`src/rtl/irqc_pkg.sv`:
```
package irqc_pkg;
  localparam int N_SRC      = 3;
  localparam int SRC_FLUSH  = 0;
  localparam int SRC_RENDER = 1;
  localparam int SRC_OOM    = 2;

  localparam logic [7:0] OFS_STAT   = 8'h00;
  localparam logic [7:0] OFS_EN_SET = 8'h04;
  localparam logic [7:0] OFS_EN_CLR = 8'h08;
  localparam logic [7:0] OFS_BASE   = 8'h0C;
  localparam logic [7:0] OFS_SIZE   = 8'h10;
endpackage

```
`src/rtl/irqc_rstsync.sv`:
```
module irqc_rstsync #(
  parameter int STAGES = 2
) (
  input  logic clk,
  input  logic rst_n,
  output logic rst_sync_n
);
  logic [STAGES-1:0] sh_q;
  logic [STAGES-1:0] sh_d;

  always_comb sh_d = {sh_q[STAGES-2:0], 1'b1};

  always_ff @(posedge clk or negedge rst_n) begin
    if (!rst_n) sh_q <= '0;
    else        sh_q <= sh_d;
  end

  assign rst_sync_n = sh_q[STAGES-1];
endmodule

```
`src/rtl/irqc_regif.sv`:
```
module irqc_regif
  import irqc_pkg::*;
#(
  parameter int DATA_W = 32,
  parameter int ADDR_W = 5
) (
  input  logic              wr_en,
  input  logic              rd_en,
  input  logic [ADDR_W-1:0] addr,
  input  logic [DATA_W-1:0] wdata,
  input  logic [N_SRC-1:0]  stat,
  input  logic [N_SRC-1:0]  en,
  input  logic [DATA_W-1:0] base,
  input  logic [DATA_W-1:0] size,
  output logic [N_SRC-1:0]  stat_clr,
  output logic [N_SRC-1:0]  en_set,
  output logic [N_SRC-1:0]  en_clr,
  output logic              base_we,
  output logic              size_we,
  output logic [DATA_W-1:0] rdata
);
  logic hit_stat, hit_set, hit_clr, hit_base, hit_size;

  always_comb begin
    hit_stat = (addr == ADDR_W'(OFS_STAT));
    hit_set  = (addr == ADDR_W'(OFS_EN_SET));
    hit_clr  = (addr == ADDR_W'(OFS_EN_CLR));
    hit_base = (addr == ADDR_W'(OFS_BASE));
    hit_size = (addr == ADDR_W'(OFS_SIZE));
  end

  always_comb begin
    stat_clr = (wr_en && hit_stat) ? wdata[N_SRC-1:0] : '0;
    en_set   = (wr_en && hit_set)  ? wdata[N_SRC-1:0] : '0;
    en_clr   = (wr_en && hit_clr)  ? wdata[N_SRC-1:0] : '0;
    base_we  = wr_en && hit_base;
    size_we  = wr_en && hit_size;
  end

  always_comb begin
    rdata = '0;
    if (rd_en) begin
      if (hit_stat)              rdata[N_SRC-1:0] = stat;
      else if (hit_set || hit_clr) rdata[N_SRC-1:0] = en;
      else if (hit_base)         rdata = base;
      else if (hit_size)         rdata = size;
    end
  end
endmodule

```
`src/rtl/irqc_status.sv`:
```
module irqc_status
  import irqc_pkg::*;
(
  input  logic             clk,
  input  logic             rst_n,
  input  logic [N_SRC-1:0] src_set,
  input  logic [N_SRC-1:0] stat_clr,
  input  logic [N_SRC-1:0] en_set,
  input  logic [N_SRC-1:0] en_clr,
  output logic [N_SRC-1:0] stat_q,
  output logic [N_SRC-1:0] en_q,
  output logic             irq_q
);
  logic [N_SRC-1:0] stat_d;
  logic [N_SRC-1:0] en_d;
  logic             irq_d;
  logic             en_ce;

  for (genvar i = 0; i < N_SRC; i++) begin : g_bit
    // a new set beats an acknowledge in the same cycle
    assign stat_d[i] = (stat_q[i] & ~stat_clr[i]) | src_set[i];
    assign en_d[i]   = (en_q[i] | en_set[i]) & ~en_clr[i];
  end

  always_comb begin
    en_ce = |{en_set, en_clr};
    irq_d = |(stat_q & en_q);
  end

  always_ff @(posedge clk or negedge rst_n) begin
    if (!rst_n) begin
      stat_q <= '0;
      en_q   <= '0;
      irq_q  <= 1'b0;
    end else begin
      stat_q <= stat_d;
      if (en_ce) en_q <= en_d;
      irq_q  <= irq_d;
    end
  end
endmodule

```
`src/rtl/irqc_pool.sv`:
```
module irqc_pool #(
  parameter int DATA_W = 32
) (
  input  logic              clk,
  input  logic              rst_n,
  input  logic [DATA_W-1:0] wdata,
  input  logic              base_we,
  input  logic              size_we,
  input  logic              pool_empty,
  output logic [DATA_W-1:0] base_q,
  output logic [DATA_W-1:0] size_q,
  output logic              oom_q
);
  logic oom_d;

  always_comb begin
    if (pool_empty)   oom_d = 1'b1;
    else if (size_we) oom_d = 1'b0;
    else              oom_d = oom_q;
  end

  always_ff @(posedge clk or negedge rst_n) begin
    if (!rst_n) begin
      base_q <= '0;
      size_q <= '0;
      oom_q  <= 1'b1;
    end else begin
      if (base_we) base_q <= wdata;
      if (size_we) size_q <= wdata;
      oom_q <= oom_d;
    end
  end
endmodule

```
`src/rtl/irqc_top.sv`:
```
module irqc_top
  import irqc_pkg::*;
#(
  parameter int DATA_W = 32,
  parameter int ADDR_W = 5
) (
  input  logic              clk,
  input  logic              rst_n,
  input  logic              wr_en,
  input  logic              rd_en,
  input  logic [ADDR_W-1:0] addr,
  input  logic [DATA_W-1:0] wdata,
  output logic [DATA_W-1:0] rdata,
  input  logic              flush_done,
  input  logic              render_done,
  input  logic              pool_empty,
  output logic              irq
);
  logic             rst_i_n;
  logic [N_SRC-1:0] stat_q, en_q;
  logic [N_SRC-1:0] stat_clr, en_set, en_clr, src_set;
  logic             base_we, size_we, oom_q;
  logic [DATA_W-1:0] base_q, size_q;

  irqc_rstsync #(.STAGES(2)) u_rst (
    .clk(clk), .rst_n(rst_n), .rst_sync_n(rst_i_n)
  );

  irqc_regif #(.DATA_W(DATA_W), .ADDR_W(ADDR_W)) u_regif (
    .wr_en(wr_en), .rd_en(rd_en), .addr(addr), .wdata(wdata),
    .stat(stat_q), .en(en_q), .base(base_q), .size(size_q),
    .stat_clr(stat_clr), .en_set(en_set), .en_clr(en_clr),
    .base_we(base_we), .size_we(size_we), .rdata(rdata)
  );

  irqc_pool #(.DATA_W(DATA_W)) u_pool (
    .clk(clk), .rst_n(rst_i_n), .wdata(wdata),
    .base_we(base_we), .size_we(size_we), .pool_empty(pool_empty),
    .base_q(base_q), .size_q(size_q), .oom_q(oom_q)
  );

  always_comb begin
    src_set             = '0;
    src_set[SRC_FLUSH]  = flush_done;
    src_set[SRC_RENDER] = render_done;
    src_set[SRC_OOM]    = oom_q;
  end

  irqc_status u_status (
    .clk(clk), .rst_n(rst_i_n), .src_set(src_set),
    .stat_clr(stat_clr), .en_set(en_set), .en_clr(en_clr),
    .stat_q(stat_q), .en_q(en_q), .irq_q(irq)
  );
endmodule

```
`config.mk`:
```
export PLATFORM = sky130hd
export DESIGN_NAME = irqc_top
export DESIGN_NICKNAME = d
export VERILOG_FILES = /design/src/rtl/irqc_pkg.sv /design/src/rtl/irqc_rstsync.sv /design/src/rtl/irqc_regif.sv /design/src/rtl/irqc_status.sv /design/src/rtl/irqc_pool.sv /design/src/rtl/irqc_top.sv
export SDC_FILE = /design/constraint.sdc
export NUM_CORES = 1
export LEC_CHECK = 0
export ABC_AREA = 1
export BUFFER_PORTS_ARGS = -buffer_cell sky130_fd_sc_hd__buf_2
export CORE_ASPECT_RATIO = 0.75
export CORE_MARGIN = 2
export CORE_UTILIZATION = 50
export CTS_BUF_LIST = sky130_fd_sc_hd__clkbuf_8
export CTS_CLUSTER_DIAMETER = 200
export DETAILED_ROUTE_END_ITERATION = 8
export PLACE_DENSITY = 0.72
export SETUP_SLACK_MARGIN = 0.2
export SYNTH_ARGS = -nofsm -noshare
export SYNTH_HDL_FRONTEND = slang
export SYNTH_SLANG_ARGS = --single-unit
```
`constraint.sdc`:
```
create_clock -name clk -period 3.5 [get_ports clk]
set_clock_uncertainty 0.1 [all_clocks]
set_input_delay 1.05 -clock clk [delete_from_list [all_inputs] [get_ports clk]]
set_output_delay 1.05 -clock clk [all_outputs]
set_load 0.03 [all_outputs]
```
=== Yosys cells after proc, flatten, opt, wreduce, memory -nomap -nowiden ===
Cells that the tools add are included.
W data, S select, Z words.

* Flip-flop bits (word level): 74
* Input port bits: 44
* Word-level logic and storage cells: 52

* Reduce and logical (&&, ||, !) cells: 10
* Mux-type cells: 12
* Bitwise gates (word level): 19
* Eq/ne operators: 4

{| class="wikitable"
|+ Operator list
! cell !! count
|-
| $mux W32 || 3
|-
| $mux W29 || 2
|-
| $mux W3 || 5
|-
| $eq A5 B4 Y1 const B || 2
|-
| $and A1 B1 Y1 || 6
|-
| $not A1 Y1 || 6
|-
| $or A1 B1 Y1 || 6
|-
| $reduce_or A6 Y1 || 1
|-
| $eq A5 B3 Y1 const B || 1
|-
| $eq A5 B5 Y1 const B || 1
|-
| $logic_and A1 B1 Y1 || 5
|-
| $logic_not A5 Y1 || 1
|-
| $and A3 B3 Y3 || 1
|-
| $reduce_or A3 Y1 || 1
|-
| $mux W1 || 2
|-
| $reduce_bool A2 Y1 || 1
|-
| $logic_or A1 B1 Y1 || 1
|}

=== Depth between registers and ports, before layout ===
* Depth in word-level cells: 6
* Depth in mapped cells: 8

=== Cells and area by module ===
A second synthesis with hierarchy kept.

* Cells, all modules: 467
* Area, all modules: 3823.7 µm²

{| class="wikitable"
|+ Modules (own cells, without submodules)
! module !! cells an instance !! area an instance (µm²) !! times used !! sequential area each (µm²)
|-
| irqc_pool || 276 || 2546.2 || 1 || 1627.8
|-
| irqc_regif || 165 || 964.7 || 1 || 0.0
|-
| irqc_status || 23 || 259.0 || 1 || 175.2
|-
| irqc_rstsync || 3 || 53.8 || 1 || 50.0
|}

=== Worst setup path after synthesis ===
No wires, ideal clock.

* Kind: input to output
* Start point: in addr[1]
* End point: out rdata[21]
* Cell stages on the path: 7
* Slack: 169 ps
* Required time: 2350 ps
* Arrival: 2181 ps
* Path buffers: 2
* Cell sequence: nor2_8 -> nand2_2 -> nor2_4 -> buf_6 -> buf_6 -> nand2_1 -> a21oi_1

* Longest elaborated chain between the ends: 6
* Elaborated cells between the ends (all ways): 11
* Classes of those cells: eq/ne (4); mux (5); reduce/logical (2)

{| class="wikitable"
|+ RTL lines
! item !! RTL line !! text
|-
| start, declared || irqc_top.sv:11 || <nowiki>input logic [ADDR_W-1:0] addr,</nowiki>
|-
| $eq A5 B5 Y1 || irqc_regif.sv:29 || <nowiki>hit_size = (addr == ADDR_W'(OFS_SIZE));</nowiki>
|-
| $mux W32 || irqc_regif.sv:46 || <nowiki>else if (hit_size) rdata = size;</nowiki>
|-
| $mux W32 || irqc_regif.sv:45 || <nowiki>else if (hit_base) rdata = base;</nowiki>
|-
| $mux W29 || irqc_regif.sv:44 || <nowiki>else if (hit_set || hit_clr) rdata[N_SRC-1:0] = en;</nowiki>
|-
| $mux W29 * || irqc_regif.sv:43 || <nowiki>if (hit_stat) rdata[N_SRC-1:0] = stat;</nowiki>
|-
| $mux W32 * || irqc_regif.sv:42 || <nowiki>if (rd_en) begin</nowiki>
|-
| end, declared || irqc_top.sv:13 || <nowiki>output logic [DATA_W-1:0] rdata,</nowiki>
|}

Mark *: on every way between the ends. The rest lies on a longest branch, timed or not.

=== Final worst setup path ===
* Start point: in addr[0]
* End point: out rdata[8]

The elaborated chain is that of the path after synthesis.

==> metrics <==
WP data arrival=around 2200 ps; Crit path required time=about 2400 ps; ys flop type=dfrtp_1; Initial Utilization=51.38%; Sum Neg Setup Slack=0 ps; hold_buf cts=0; Max-cap violations=0; DP Cell Count=557; Initial DRT Pass Iterations=4; distinct cell type count after synthesis=22; Num CTS Buffers=9; CP startpoint kind=primary input; layout cell share with drive strength beyond 1=between 30% and 40%; Avg Cell Area, Syn=roughly 8.5 µm²; Synth Cell Area=~3500 µm²; fin crit period=about 3400 ps; clk sinks=74; initial antenna violation count=0; CP Buf/Inv Count=3; top-level I/O count=a little under 80; Yosys reg bits=74; Yosys Warn Count=0; pwr/cell area=481.5 nW/µm²; final-stage net count=540; crit share post-route=roughly 96%; Synth top cells by count=nand2_1 (136), dfrtp_1 (73), o21ai_1 (40), a21oi_1 (38), inv_1 (38); total grt overflow=0; Post-DP HPWL=roughly 5000 µm; fillcell total=approximately 570; Slowest-stage cell, CP=clkbuf_16; vias in the first global route=roughly 2700; actual slew at the worst max-slew pin=approximately 630 ps; CTS tree=done; worst hold path type=flop to asynchronous set/reset pin; RSZ-0062 raised after global routing=yes; Async S/R FF share, synth=between 90% and 100%; maximum vdd ir drop=353.2 µV; drt total wl=8554 µm; Synth area leader=dfrtp_1; clock slew at reported path FFs=about 80 ps; root buffer cell=clkbuf_8; leak pwr=~2.3 nW; Tot Pwr=about 2.2 mW; DR iter-0 viols=160; detailed-route wire length per cell=roughly 15 µm; largest net degree at the start of global routing=50; worst-path cell chain=buf_2, nor2_8, nand2_4, nor2_4, clkbuf_16, nand2_1, a21oi_1, buf_4; hold slack=144.0 ps; Synth Instances=~400; # DRC=0; most common cell in the netlist=nand2_1; Layout area overhead=29.51%; CTS max path bufs=2; Highest Clock Rate=around 300 MHz; FP Rows=26; top cell type's share of synthesized area=52.29%; Hold Fails Final Rpt=0; worst r2r src=u_rst.sh_q[1]$_DFF_PN0_; H-Tree Level Count=3; top cells by area, synth=dfrtp_1 (52%), nand2_1 (15%), o21ai_1 (5.7%); Crit Path Category=primary input to output pin; area of the multi-input gates=approximately 1400 µm²; Setup crit end kind=output pin; Slew Viols, Final=0; EDFF count, synth=0; Layout Cells excl Fill=between 500 and 600; Slew HR=57.89%; # diodes=0; status=completed; CP max stage delay=220 ps; vias per cell=between 5 and 6; width of the die=100.5 µm; DR vias=2975; crit-path leading delay family=buffers and inverters; sequential share of the synthesized area=a little over half; first-pass GRT wire length=roughly 13000 µm; Critical Path Stages=8; IO Port Bufs=76; # setup viols final=0; GRT Util Overall=a little over a fifth; Syn Nets=455; DIE HEIGHT=approximately 76 µm; sequential cell area=~1900 µm²; Die ar.=between 7000 and 8000 µm²; CP Max Fanout=8; GPL Wtd Cong=0.8791; clk_lat worst skew=about 340 ps; post-route ant nets=0; Core ar.=approximately 7000 µm²; reg2reg end=u_pool.size_q[15]$_DFFE_PN0P_; FF-to-FF setup slack=approximately 2100 ps; Worst R2R Path Depth=1
## cells by family (layout without fill, tap and decap cells)
logic type,after synthesis,in the layout,synth area share (%)
DFF,74,74,53.04
other,1,1,0.1073
AOI/OAI and AO/OA,109,109,18.05
and+or+nand+nor,164,164,19.56
buffers and inverters,63,153,9.241
## per-stage QoR
stage,utilization [%],setup slack (ps),area [µm²]
floorplan,-,216.3,3531
global placement,57.86,150.4,3934
detailed placement,57.86,109.0,3934
CTS,62.42,163.9,4244
global route,66.54,75.09,4524
finish,66.54,144.5,4524
## where the power goes
| group | switching [mW] | internal, mW |
|---|---|---|
| clock network | 0.317 | 0.467 |
| registers | 0.0965 | 1.00 |
| logic | 0.167 | 0.127 |
## metal layers
metal  wire, µm  vias up  GRT usage (%)
li1           -     1479              -
met4         56        0          4.110
met5          0        -              0
met2       3838      101          31.14
met3        671        6          8.073
met1       3988     1389          30.15
## final cells by class
type | count | area share, %
tap | 84 | 2.323
inverter | 41 | 3.512
sequential | 74 | 40.98
clock buffer | 9 | 2.738
clock inverter | 7 | 2.434
multi-input combinational | 274 | 31.58
timing repair buffer | 96 | 16.43
## how the worst max path moves through the flow
| stage | from | to | slack, ps |
|---|---|---|---|
| after floorplan | addr[1] | rdata[11] | 220 |
| after global placement | addr[1] | rdata[3] | 150 |
| after detailed placement | addr[1] | rdata[3] | 110 |
| after CTS | addr[1] | rdata[20] | 160 |
| after global routing | addr[0] | rdata[16] | 80 |
| final | addr[0] | rdata[8] | 140 |
## layout by cell type, fill, tap and decap left out, types with 2 or more instances in the layout
master       n
nand3_1      4
nand2_2     13
a21oi_2     10
inv_1       40
nand4_1      4
o21ai_2     22
o21ai_0      8
buf_2       43
dfrtp_1     72
buf_8        2
a21oi_1     27
buf_6       10
buf_12       2
clkbuf_8     9
nor2_4       2
o21ai_1     40
nand2_4      5
bufinv_16    3
nor2_1      13
nand2_1    121
buf_4       36
clkbuf_16    3
## flip-flops by register name, summed over array words and instances (netlist names)
name             count
u_pool.size_q       32
u_rst.sh_q           2
u_pool.base_q       32
u_pool.oom_q         1
u_status.irq_q       1
u_status.stat_q      3
u_status.en_q        3
## what timing repair did
item / in CTS / in global routing
hold endpoints to repair: 0 / 0
pin swaps: 0 / 7
gates cloned: 0 / 5
buffers inserted: 0 / 7
resized for setup: 30 / 40
setup endpoints to repair: 29 / 30
Note: power is estimated with default switching activity, not from simulation.
